[src/rtl/isa_bridge_pkg.sv]
package isa_bridge_pkg;
    typedef enum logic [1:0] {
        BR_IDLE   = 2'd0,
        BR_CMD    = 2'd1,
        BR_SETTLE = 2'd2,
        BR_ACK    = 2'd3
    } br_state_e;
endpackage

[src/rtl/isa_cycle_fsm.sv]
module isa_cycle_fsm
    import isa_bridge_pkg::*;
#(
    parameter int BASE_CLKS   = 2,
    parameter bit DSACK_DELAY = 1'b0
) (
    input  logic clk,
    input  logic rst_n,
    input  logic as_n,
    input  logic rw,
    input  logic io_sel_n,
    input  logic mem_sel_n,
    input  logic iochrdy,
    input  logic iocs16_n,
    input  logic memcs16_n,
    output logic memr_n,
    output logic memw_n,
    output logic ior_n,
    output logic iow_n,
    output logic dsack0_n,
    output logic dsack1_n
);
    localparam int CW = (BASE_CLKS > 2) ? $clog2(BASE_CLKS) : 1;
    localparam logic [CW-1:0] LAST = CW'(BASE_CLKS - 1);

    typedef struct packed {
        br_state_e     st;
        logic [CW-1:0] cnt;
        logic          io;
        logic          rd;
        logic          wide;
    } fsm_t;

    fsm_t r_d, r_q;
    logic start_ok;

    assign start_ok = !as_n && (io_sel_n ^ mem_sel_n);

    always_comb begin
        r_d = r_q;
        unique case (r_q.st)
            BR_IDLE: begin
                if (start_ok) begin
                    r_d.st  = BR_CMD;
                    r_d.cnt = '0;
                    r_d.io  = !io_sel_n;
                    r_d.rd  = rw;
                end
            end
            BR_CMD: begin
                if (r_q.cnt != LAST) begin
                    r_d.cnt = r_q.cnt + 1'b1;
                end else if (iochrdy) begin
                    r_d.wide = r_q.io ? !iocs16_n : !memcs16_n;
                    r_d.st   = DSACK_DELAY ? BR_SETTLE : BR_ACK;
                end
            end
            BR_SETTLE: r_d.st = BR_ACK;
            BR_ACK: begin
                if (as_n) r_d.st = BR_IDLE;
            end
            default: r_d.st = BR_IDLE;
        endcase
    end

    always_ff @(posedge clk or negedge rst_n) begin
        if (!rst_n) begin
            r_q <= '{st: BR_IDLE, cnt: '0, io: 1'b0, rd: 1'b0, wide: 1'b0};
        end else begin
            r_q <= r_d;
        end
    end

    logic in_cmd, in_ack;
    assign in_cmd = (r_q.st == BR_CMD);
    assign in_ack = (r_q.st == BR_ACK);

    assign memr_n   = !(in_cmd && !r_q.io &&  r_q.rd);
    assign memw_n   = !(in_cmd && !r_q.io && !r_q.rd);
    assign ior_n    = !(in_cmd &&  r_q.io &&  r_q.rd);
    assign iow_n    = !(in_cmd &&  r_q.io && !r_q.rd);
    assign dsack1_n = !(in_ack &&  r_q.wide);
    assign dsack0_n = !(in_ack && !r_q.wide);

    logic all_hi;
    assign all_hi = memr_n & memw_n & ior_n & iow_n;


    one_strobe_chk: assert property (@(posedge clk) disable iff (!rst_n)
        $onehot0({!memr_n, !memw_n, !ior_n, !iow_n}));


    min_width_chk: assert property (@(posedge clk) disable iff (!rst_n)
        $fell(all_hi) |=> !all_hi);


    dsack_excl_chk: assert property (@(posedge clk) disable iff (!rst_n)
        !(!dsack0_n && !dsack1_n));


    dsack_hold_chk: assert property (@(posedge clk) disable iff (!rst_n)
        ((!dsack0_n || !dsack1_n) && !as_n) |=> $stable({dsack0_n, dsack1_n}));


    dual_sel_chk: assert property (@(posedge clk) disable iff (!rst_n)
        (all_hi && dsack0_n && dsack1_n && !io_sel_n && !mem_sel_n) |=> all_hi);
endmodule

[src/rtl/isa_addr_map.sv]
module isa_addr_map #(
    parameter int AW    = 24,
    parameter int IO_AW = 16
) (
    input  logic          io_sel_n,
    input  logic [AW-1:0] host_addr,
    output logic [AW-1:0] isa_addr
);
    localparam int HI_W = AW - IO_AW;

    always_comb begin
        isa_addr = host_addr;
        if (!io_sel_n) isa_addr[AW-1:IO_AW] = '0;
    end


    always_comb begin
        if (!io_sel_n) io_high_zero_chk: assert (isa_addr[AW-1 -: HI_W] == '0);
    end
endmodule

[src/rtl/isa_lane_swap.sv]
module isa_lane_swap #(
    parameter int HOST_DW = 16
) (
    input  logic [HOST_DW-1:0] host_wdata,
    output logic [HOST_DW-1:0] host_rdata,
    output logic [15:0]        isa_wdata,
    input  logic [15:0]        isa_rdata
);
    generate
        if (HOST_DW == 32) begin : g_w32
            logic unused_low;
            assign unused_low = ^host_wdata[15:0];
            assign isa_wdata  = {host_wdata[23:16], host_wdata[31:24]};
            assign host_rdata = {isa_rdata[7:0], isa_rdata[15:8], 16'h0000};
        end else begin : g_w16
            assign isa_wdata  = {host_wdata[7:0], host_wdata[15:8]};
            assign host_rdata = {isa_rdata[7:0], isa_rdata[15:8]};
        end
    endgenerate
endmodule

[src/rtl/isa_irq_invert.sv]
module isa_irq_invert #(
    parameter int IRQ_N = 4
) (
    input  logic [IRQ_N-1:0] isa_irq,
    output logic [IRQ_N-1:0] irq_n
);
    for (genvar i = 0; i < IRQ_N; i++) begin : g_inv
        assign irq_n[i] = ~isa_irq[i];
    end
endmodule

[src/rtl/isa_bridge_top.sv]
module isa_bridge_top #(
    parameter int HOST_DW     = 16,
    parameter int IRQ_N       = 4,
    parameter int BASE_CLKS   = 2,
    parameter bit DSACK_DELAY = 1'b0
) (
    input  logic               clk,
    input  logic               rst_n,
    input  logic               as_n,
    input  logic               rw,
    input  logic               siz0,
    input  logic               io_sel_n,
    input  logic               mem_sel_n,
    input  logic [23:0]        host_addr,
    input  logic [HOST_DW-1:0] host_wdata,
    output logic [HOST_DW-1:0] host_rdata,
    output logic [23:0]        isa_addr,
    output logic [15:0]        isa_wdata,
    input  logic [15:0]        isa_rdata,
    output logic               memr_n,
    output logic               memw_n,
    output logic               ior_n,
    output logic               iow_n,
    output logic               bale,
    output logic               aen,
    output logic               sbhe_n,
    input  logic               iochrdy,
    input  logic               iocs16_n,
    input  logic               memcs16_n,
    output logic               dsack0_n,
    output logic               dsack1_n,
    input  logic [IRQ_N-1:0]   isa_irq,
    output logic [IRQ_N-1:0]   irq_n
);
    assign bale   = 1'b1;
    assign aen    = 1'b0;
    assign sbhe_n = siz0;

    isa_cycle_fsm #(.BASE_CLKS(BASE_CLKS), .DSACK_DELAY(DSACK_DELAY)) u_fsm (
        .clk(clk), .rst_n(rst_n), .as_n(as_n), .rw(rw),
        .io_sel_n(io_sel_n), .mem_sel_n(mem_sel_n),
        .iochrdy(iochrdy), .iocs16_n(iocs16_n), .memcs16_n(memcs16_n),
        .memr_n(memr_n), .memw_n(memw_n), .ior_n(ior_n), .iow_n(iow_n),
        .dsack0_n(dsack0_n), .dsack1_n(dsack1_n)
    );

    isa_addr_map #(.AW(24), .IO_AW(16)) u_addr (
        .io_sel_n(io_sel_n), .host_addr(host_addr), .isa_addr(isa_addr)
    );

    isa_lane_swap #(.HOST_DW(HOST_DW)) u_lane (
        .host_wdata(host_wdata), .host_rdata(host_rdata),
        .isa_wdata(isa_wdata), .isa_rdata(isa_rdata)
    );

    isa_irq_invert #(.IRQ_N(IRQ_N)) u_irq (
        .isa_irq(isa_irq), .irq_n(irq_n)
    );
endmodule

[config.mk]
export PLATFORM = sky130hd
export DESIGN_NAME = isa_bridge_top
export DESIGN_NICKNAME = d
export VERILOG_FILES = /design/src/rtl/isa_bridge_pkg.sv /design/src/rtl/isa_cycle_fsm.sv /design/src/rtl/isa_addr_map.sv /design/src/rtl/isa_lane_swap.sv /design/src/rtl/isa_irq_invert.sv /design/src/rtl/isa_bridge_top.sv
export SDC_FILE = /design/constraint.sdc
export NUM_CORES = 1
export LEC_CHECK = 0
export BUFFER_PORTS_ARGS = -buffer_cell sky130_fd_sc_hd__buf_2
export CORE_ASPECT_RATIO = 1.5
export CORE_UTILIZATION = 30
export CTS_BUF_LIST = sky130_fd_sc_hd__clkbuf_16
export CTS_CLUSTER_DIAMETER = 50
export DETAILED_ROUTE_END_ITERATION = 8
export PLACE_DENSITY = 0.85
export SYNTH_ARGS = -nofsm -noshare
export SYNTH_HDL_FRONTEND = slang
export SYNTH_HIERARCHICAL = 1
export SYNTH_SLANG_ARGS = --single-unit
[constraint.sdc]
create_clock -name clk -period 4.1 [get_ports clk]
set_input_delay 0.205 -clock clk [delete_from_list [all_inputs] [get_ports clk]]
set_output_delay 0.205 -clock clk [all_outputs]
set_load 0.005 [all_outputs]
==> results of run 1 <==
==> area by class of cell <==
| cell class | instances | area (µm²) |
|---|---|---|
| sequential | 6 | 150.1 |
| tap | 37 | 46.29 |
| fill | 303 | 1886 |
| timing repair buffer | 39 | 200.2 |
| clock buffer | 3 | 75.07 |
| inverter | 6 | 22.52 |
| multi-input combinational | 42 | 296.5 |
==> synthesized netlist by cell type, drive strengths merged <==
library cell	n
nand3b	2
nor2	2
a21oi	3
nand2b	1
ha	4
nand3	2
or3b	1
a32o	1
mux2	3
nand2	5
xnor2	1
mux2i	1
buf	51
inv	6
clkbuf	1
o21ai	2
dfrtp	6
a31oi	1
nor2b	1
and2	8
or2	1
conb	2
o22ai	1
==> cell families (layout without fill, tap and decap cells) <==
family / Yosys count / after routing
XOR/XNOR: 1 / 1
AND/OR/NAND/NOR: 23 / 23
AO/OA/AOI/OAI: 8 / 8
adder cells (fa/ha/maj): 4 / 4
other: 2 / 2
buffers and inverters: 58 / 48
flip-flops: 6 / 6
multiplexers: 4 / 4
==> metal layers <==
metal / share of wire [%] / global-route usage [%] / wire length [µm] / up-vias
met5: 0 / 0 / 0 / -
met4: 10 / 19.70 / 191 / 0
met3: 25 / 10.96 / 471 / 27
met2: 42 / 19.29 / 803 / 60
met1: 23 / 7.903 / 450 / 234
li1: - / - / - / 262
==> how the worst max path moves through the flow <==
| stage | endpoint | start | slack [ns] |
|---|---|---|---|
| after floorplan | memw_n | u_fsm/r_q[5]$_DFFE_PN0P_ | 2.63 |
| after global placement | memw_n | u_fsm/r_q[5]$_DFFE_PN0P_ | 2.55 |
| after detailed placement | memw_n | u_fsm/r_q[5]$_DFFE_PN0P_ | 2.51 |
| after CTS | memw_n | u_fsm/r_q[5]$_DFFE_PN0P_ | 2.26 |
| after global routing | memw_n | u_fsm/r_q[5]$_DFFE_PN0P_ | 2.21 |
| final | memw_n | u_fsm/r_q[5]$_DFFE_PN0P_ | 2.26 |
==> power breakdown <==
part	switching, µW	total, µW	internal, µW	leakage (µW)
logic	94.3	209	115	0.000306
clock network	35.7	161	125	0.0000370
registers	30.3	121	91.0	0.0000713
total	160	492	331	0.000414
==> metrics by stage <==
stage	instances	hold slack, ns
detailed placement	129	0.04080
floorplan	106	-0.09059
CTS	133	0.2071
finish	133	0.2078
global route	133	0.2191
global placement	129	0.04123
==> placed cells by master (no fill, tap or decap), types with 2 or more instances in the layout <==
cell,instances
a21oi_1,3
and2_1,8
buf_2,38
clkbuf_16,3
conb_1,2
dfrtp_1,6
ha_1,4
inv_1,6
mux2_4,2
nand2_1,5
nand3_1,2
nand3b_1,2
o21ai_0,2
==> worst max-delay path: stages, from the launching register on <==
cell	delay, ns
dfrtp_1	0.38
inv_1	0.11
ha_1	0.31
or3b_2	0.46
buf_2	0.13
==> what timing repair did <==
item                                   CTS  global route
resized for setup                        0             0
hold buffers                             1             0
endpoints found under the hold margin    6             0
==> impl_metrics.json, run 1 <==
{
  "syn_avg_cell_area_um2": 8.074,
  "worstHoldPathType": "in2reg",
  "place_congestion": 0.7433,
  "fp.dieArea_mm2": 0.003075,
  "synthMuxAreaShare_pct": 5.994,
  "arrival_ns": 1.63,
  "final_nets": 172,
  "root_buffer": "clkbuf_16",
  "synth_compound_area_share_pct": 5.556,
  "hpwl_mm": 1.654,
  "drive_gt1_share_pct": 48.96,
  "first_iter_violations": 3,
  "clk_pin_slew_ns": 0.04,
  "rsz0062_at_grt": "no",
  "clock_path_buffers": 2,
  "top_register": "u_fsm/r_q",
  "setup_viol": 0,
  "fmax_ghz": 0.5449,
  "overflow": 0,
  "hold_end": "u_fsm/r_q[1]$_DFFE_PN0P_",
  "antenna_cells": 0,
  "synth-simple-area-share_pct": 15.35,
  "leakagePower_uw": 0.0004144,
  "power.total_uw": 491.6,
  "final_antenna_net_count": 0,
  "htreeDepth": 1,
  "timing.final.crit_period_ns": 1.835,
  "start_util_pct": 31.98,
  "fin_setup_tns_ns": 0,
  "criticalPathCategory": "reg2out",
  "grt_pass1_vias": 520,
  "syn2layout_area_growth_pct": -7.602,
  "grt_max_degree": 11,
  "utilization_pct": 29.55,
  "synth_xor_xnor_area_share_pct": 1.023,
  "wl_mm": 1.917,
  "synth_top_family_by_area": "buffers and inverters",
  "synth_nets": 180,
  "synth_warnings": 6,
  "grt_pass1_wl_mm": 2.573,
  "path_max_fanout": 8,
  "synth_fa_ha_area_share_pct": 5.848,
  "ys_ff_latch": 6,
  "synth_area_um2": 855.8,
  "cts_tree": "built",
  "cap_violations": 0,
  "post_drt_wl_per_cell_um": 14.41,
  "yosysTopAreaCellShare_pct": 44.74,
  "end_kind": "output pin",
  "cp.required_ns": 3.89,
  "antenna_found_initial": 0,
  "critPathLaunchType": "flop",
  "cts_setup_buffers": 0,
  "status": "complete, no violations",
  "r2r_slack_ns": 2.61,
  "power_density_mw_per_mm2": 621.6,
  "vdd_drop_max_mv": 0.1948,
  "die_w_um": 45.61,
  "largest_reg_flops": 6,
  "rr_worst_depth": 5,
  "hold_start": "rw",
  "final_area_um2": 790.8,
  "rr_endpoint": "u_fsm/r_q[5]$_DFFE_PN0P_",
  "die_h_um": 67.42,
  "place_area_um2": 705.7,
  "post-route-period-util_pct": 44.76,
  "slew_violations": 0,
  "ios": 139,
  "cts_sinks": 6,
  "vias": 583,
  "viasPerCell": 4.383,
  "clk_latency_ns": 0.23,
  "rr_startpoint": "u_fsm/r_q[5]$_DFFE_PN0P_",
  "fp-row-count": 23,
  "seq_area_frac_synth_pct": 17.54,
  "synth_cell_types": 25,
  "top_regs": "u_fsm/r_q x6",
  "finalClockSkew_ns": 0.003271,
  "worst_slack_ns": 2.265,
  "hold_violations": 0,
  "port-buffer-count": 38,
  "synthTopCellsByArea": "buf_4 (45%), dfrtp_1 (18%), and2_1 (5.8%)",
  "whs_path_depth": 2,
  "fp.coreArea_mm2": 0.002676,
  "dp_slack_ns": 2.514,
  "drt_pass1_iterations": 3,
  "drc": 0,
  "synth_cells": 106,
  "grtUsageTotal_pct": 13.38,
  "yosysTopAreaCell": "buf_4",
  "cts_buffers": 3
}
(Power assumes the default switching activity.)
==> inputs of run 2 (changes only) <==
--- a/config.mk
+++ b/config.mk
@@ -5,13 +5,14 @@
 export SDC_FILE = /design/constraint.sdc
 export NUM_CORES = 1
 export LEC_CHECK = 0
+export ABC_AREA = 1
 export BUFFER_PORTS_ARGS = -buffer_cell sky130_fd_sc_hd__buf_2
 export CORE_ASPECT_RATIO = 1.5
-export CORE_UTILIZATION = 30
+export CORE_UTILIZATION = 26
 export CTS_BUF_LIST = sky130_fd_sc_hd__clkbuf_16
 export CTS_CLUSTER_DIAMETER = 50
 export DETAILED_ROUTE_END_ITERATION = 8
-export PLACE_DENSITY = 0.85
+export PLACE_DENSITY = 0.76
 export SYNTH_ARGS = -nofsm -noshare
 export SYNTH_HDL_FRONTEND = slang
 export SYNTH_HIERARCHICAL = 1
==> constraint.sdc (replaced) <==
create_clock -name clk -period 1.48 [get_ports clk]
set_input_delay 0.074 -clock clk [delete_from_list [all_inputs] [get_ports clk]]
set_output_delay 0.074 -clock clk [all_outputs]
set_load 0.005 [all_outputs]
==> impl_metrics.json, run 2 <==
{
  "synth_nets": 208,
  "fp.coreArea_mm2": 0.003383,
  "fp.dieArea_mm2": 0.003749,
  "worst_slack_ns": 0.1618,
  "post_drt_wl_per_cell_um": 9.831,
  "largest_reg_flops": 6,
  "fp-row-count": 26,
  "post-route-period-util_pct": 89.07,
  "die_w_um": 50.33,
  "layout_common_cells": "buf_2 (38), nand2_1 (23), inv_1 (21), dfrtp_1 (6), nand3_1 (5)",
  "setup_viol": 0,
  "clk_latency_ns": 0.23,
  "async_flop_share_pct": 100.0,
  "root_buffer": "clkbuf_16",
  "synth_cell_types": 18,
  "synth_warnings": 6,
  "cts_buffers": 3,
  "syn2layout_area_growth_pct": -6.319,
  "slew_violations": 0,
  "place_area_um2": 765.7,
  "final_common_cell": "buf_2",
  "rsz0062_at_grt": "no",
  "syn_avg_cell_area_um2": 6.798,
  "yosysTopAreaCellShare_pct": 42.03,
  "antenna_cells": 0,
  "status": "complete, no violations",
  "hold_violations": 0,
  "path_max_fanout": 7,
  "synth_edf_count": 0,
  "ys_ff_latch": 6,
  "grtUsageTotal_pct": 8.372,
  "grt_pass1_wl_mm": 2.090,
  "fin_setup_tns_ns": 0,
  "synth-main-ff-cell": "dfrtp_1",
  "end_kind": "output pin",
  "cts_tree": "built",
  "clk_pin_slew_ns": 0.03,
  "viasPerCell": 4.042,
  "drc": 0,
  "synth_area_um2": 910.9,
  "top_register": "u_fsm/r_q",
  "dp_slack_ns": 0.2210,
  "timing.final.crit_period_ns": 1.318,
  "vdd_drop_max_mv": 0.6086,
  "wl_mm": 1.632,
  "yosysMostFrequentCell": "buf_4",
  "power_density_mw_per_mm2": 1546,
  "arrival_ns": 1.24,
  "hold_ws_ns": 0.05337,
  "ios": 139,
  "leakagePower_uw": 0.0005222,
  "start_util_pct": 26.92,
  "criticalPathCategory": "reg2out",
  "grtUsageMet3_pct": 1.840,
  "drt_pass1_iterations": 4,
  "hpwl_mm": 1.334,
  "vias": 671,
  "critPathLaunchType": "flop",
  "final_nets": 200,
  "fmax_ghz": 0.7586,
  "htreeDepth": 1,
  "die_h_um": 74.49,
  "cap_violations": 0,
  "finalClockSkew_ns": 0.003024,
  "power.total_uw": 1320,
  "first_iter_violations": 10,
  "clock_path_buffers": 2,
  "port-buffer-count": 38,
  "synthTopCellsByArea": "buf_4 (42%), dfrtp_1 (16%), nand2_1 (9.5%)",
  "antenna_found_initial": 0,
  "top_regs": "u_fsm/r_q x6",
  "seq_area_frac_synth_pct": 16.48,
  "grt_max_degree": 11,
  "cts_setup_buffers": 0,
  "synth_cells": 134,
  "final_antenna_net_count": 0,
  "cts_sinks": 6,
  "drive_gt1_share_pct": 42.74,
  "yosysTopAreaCell": "buf_4",
  "cp.required_ns": 1.41,
  "use_met1_pct": 5.753,
  "place_congestion": 0.7008,
  "use_met2_pct": 12.44,
  "top_usage_layer": "met4",
  "worstHoldPathType": "in2reg",
  "final_area_um2": 853.3,
  "grt_pass1_vias": 495,
  "overflow": 0,
  "synth_common_cells": "buf_4 (51), nand2_1 (23), inv_1 (21)"
}
==> run 2: worst paths after layout <==
path                                           from                  endpoint  depth (start not counted)  slack [ns]
setup / recovery           u_fsm/r_q[5]$_DFFE_PN0P_                    memw_n                          4        0.16
hold / removal                                   rw  u_fsm/r_q[1]$_DFFE_PN0P_                          3        0.05
setup reg to reg           u_fsm/r_q[5]$_DFFE_PN0P_  u_fsm/r_q[5]$_DFFE_PN0P_                          7        0.28
hold reg to reg            u_fsm/r_q[3]$_DFFE_PN0P_  u_fsm/r_q[3]$_DFFE_PN0P_                          2        0.51
max in group asynchronous                     rst_n  u_fsm/r_q[5]$_DFFE_PN0P_                          2        1.13
min in group asynchronous                     rst_n  u_fsm/r_q[0]$_DFFE_PN0P_                          2        0.20
==> run 2: through the flow <==
step,util [%],cells
6_report,25.22,166
5_1_grt,25.22,166
2_1_floorplan,-,134
3_3_place_gp,22.63,162
4_1_cts,25.15,166
3_5_place_dp,22.63,162
==> run 2: cells by family (layout without fill, tap and decap cells) <==
group           Yosys count  after routing  share of synthesized area [%]
buf+inv                  77             67                          52.88
simple gates             38             38                          20.05
compound gates            7              7                          4.257
flops                     6              6                          16.48
fa+ha+maj                 4              4                          5.495
other cells               2              2                         0.8245
==> run 2: critical path, cell delays in order (launching register included) <==
cell and delay [ns]:
dfrtp_1 0.39, inv_1 0.12, ha_2 0.26, nand3_1 0.10, buf_2 0.14
==> run 2: where the power goes <==
group / total, µW / internal (µW) / leakage [µW] / switching [µW]
combinational: 561 / 232 / 0.000412 / 328
sequential: 315 / 248 / 0.0000734 / 66.7
clock: 444 / 347 / 0.0000370 / 97.0
==> run 2: layout make-up <==
cell class,count,area [µm²]
multi-input cells,51,281.5
well taps,42,52.55
repair buffers,39,200.2
flip-flops and latches,6,150.1
fillers,393,2530
inverters,25,93.84
clock buffers,3,75.07
==> run 2: metal layers <==
metal,vias up,share of wire [%]
li1,320,-
met1,282,31
met2,44,46
met3,25,11
met4,0,12
met5,-,0
==> run 2: repair_timing <==
item                                    in CTS  in global routing
gates resized for setup                      0                  1
endpoints found under the hold margin        6                  0
hold buffers                                 1                  0
endpoints found under the setup margin       0                  1
==> inputs of run 3 (changes only) <==
==> constraint.sdc (replaced) <==
create_clock -name clk -period 1.48 [get_ports clk]
set_input_delay 0.37 -clock clk [delete_from_list [all_inputs] [get_ports clk]]
set_output_delay 0.37 -clock clk [all_outputs]
set_load 0.005 [all_outputs]
==> impl_metrics.json, run 3 (synthesized netlist as in run 2, its figures left out) <==
{
  "status": "complete, no violations",
  "start_util_pct": 26.92,
  "critPathLaunchType": "flop",
  "wl_met2_um": 725,
  "cp.required_ns": 1.11,
  "die_w_um": 50.33,
  "hold_start": "rw",
  "path_max_fanout": 5,
  "fillers": 376,
  "power.internal_uw": 881.0,
  "ios": 139,
  "grtUsageTotal_pct": 8.452,
  "clock_path_buffers": 2,
  "dr_wl_met3_um": 185,
  "cts_buffers": 3,
  "fmax_ghz": 0.6924,
  "rr_endpoint": "u_fsm/r_q[4]$_DFFE_PN0P_",
  "slew_violations": 0,
  "hpwl_mm": 1.234,
  "arrival_ns": 1.07,
  "largest_reg_flops": 6,
  "cts_sinks": 6,
  "worst_path_largest_cell_delay_ns": 0.39,
  "first_iter_violations": 15,
  "criticalPathCategory": "reg2out",
  "wl_met1_um": 518,
  "clk_latency_ns": 0.23,
  "die_h_um": 74.49,
  "timing.final.crit_period_ns": 1.444,
  "rr_startpoint": "u_fsm/r_q[4]$_DFFE_PN0P_",
  "layout_common_cells": "buf_2 (38), nand2_1 (23), inv_1 (20), dfrtp_1 (6)",
  "post-route-period-util_pct": 97.58,
  "grt_max_degree": 11,
  "syn2layout_area_growth_pct": -2.473,
  "switching_share_pct": 36.83,
  "cts_tree": "built",
  "setup_viol": 0,
  "root_buffer": "clkbuf_16",
  "path_cells": "inv_2, ha_4, nand3_1, buf_2",
  "grt_pass1_wl_mm": 2.228,
  "pwr-share-comb_pct": 45.5,
  "final_common_cell": "buf_2",
  "r2r_slack_ns": 0.25,
  "fp.coreArea_mm2": 0.003383,
  "drive_gt1_share_pct": 45.67,
  "critPathSlowestCell": "dfrtp_1",
  "place_congestion": 0.7125,
  "whs_path_depth": 3,
  "antenna_found_initial": 0,
  "vias": 680,
  "htreeDepth": 1,
  "regArea_um2": 150.1,
  "top_register": "u_fsm/r_q",
  "final_area_um2": 888.4,
  "clk_pin_slew_ns": 0.03,
  "end_kind": "output pin",
  "highest_layer": "met4",
  "finalClockSkew_ns": 0.0005783,
  "hold_violations": 0,
  "post_drt_wl_per_cell_um": 9.473,
  "multi_input_area_um2": 294.0,
  "final_nets": 203,
  "vdd_drop_max_mv": 0.5777,
  "fp.dieArea_mm2": 0.003749,
  "clkPwrFrac_pct": 31.4,
  "port-buffer-count": 38,
  "drt_pass1_iterations": 4,
  "antenna_cells": 0,
  "top_regs": "u_fsm/r_q x6",
  "power_density_mw_per_mm2": 1570,
  "cap_violations": 0,
  "p_switching_uw": 513.6,
  "hold_ws_ns": 0.3587,
  "drc": 0,
  "wl_mm": 1.601,
  "fp-row-count": 26,
  "leakagePower_uw": 0.0005359,
  "utilization_pct": 26.26,
  "worstHoldPathType": "in2reg",
  "overflow": 0,
  "pwr-share-seq_pct": 23.1,
  "grt_pass1_vias": 556,
  "rr_worst_depth": 8,
  "viasPerCell": 4.024,
  "final_antenna_net_count": 0,
  "place_area_um2": 765.7,
  "hold_end": "u_fsm/r_q[1]$_DFFE_PN0P_"
}
run 3: changes by cell type in the layout (fill, tap and decap cells not counted):
cell / previous run / this run
buf_4: 0 / 3
ha_1: 3 / 2
ha_4: 0 / 1
inv_1: 21 / 20
inv_2: 4 / 5
run 3: cell type report:
class	count	share of cell area, %
Clock buffer	3	8.451
Inverter	25	10.56
Multi-Input combinational cell	51	33.10
Sequential cell	6	16.90
Tap cell	42	5.915
Timing Repair Buffer	42	25.07
run 3: per-stage QoR:
step	cells	setup slack (ns)	total power (µW)	setup TNS, ns
floorplan	134	0.2841	820.0	0
global placement	162	0.08385	851.4	0
detailed placement	162	0.07563	865.9	0
CTS	167	0.01009	1360	0
global route	169	-0.003484	1514	-0.006570
finish	169	0.03576	1395	0
run 3: per-layer routing:
metal / track usage [%] / vias up
met5: 0 / -
met4: 15.43 / 0
met3: 2.658 / 25
met2: 12.74 / 44
met1: 6.357 / 287
li1: - / 324
run 3: worst max-delay path: cells and delay by family, from the launching register on:
kind,cells,cell delay (ns)
flip-flops,1,0.39
buffers and inverters,2,0.22
adder cells (fa/ha/maj),1,0.15
AND/OR/NAND/NOR,1,0.08
run 3: what timing repair did:
action / CTS / global route
hold buffers: 1 / 0
gates resized for setup: 3 / 1
setup buffers: 1 / 2
hold endpoints to repair: 6 / 0
endpoints found under the setup margin: 4 / 4
run 3: how the worst max path moves through the flow:
stage               cells after the start       end                startpoint
finish                                  4    memw_n  u_fsm/r_q[5]$_DFFE_PN0P_
floorplan                               3     ior_n  u_fsm/r_q[5]$_DFFE_PN0P_
CTS                                     3  dsack0_n  u_fsm/r_q[4]$_DFFE_PN0P_
detailed placement                      4    memw_n  u_fsm/r_q[5]$_DFFE_PN0P_
global route                            4    memw_n  u_fsm/r_q[5]$_DFFE_PN0P_
global placement                        4    memw_n  u_fsm/r_q[5]$_DFFE_PN0P_
run 3: power groups by stage:
stage	clock, µW	sequential (µW)	combinational, µW
after CTS	447	321	592
after detailed placement	0	314	552
after floorplan	0	298	522
final	437	322	635
after global placement	0	309	543
after global routing	460	329	725
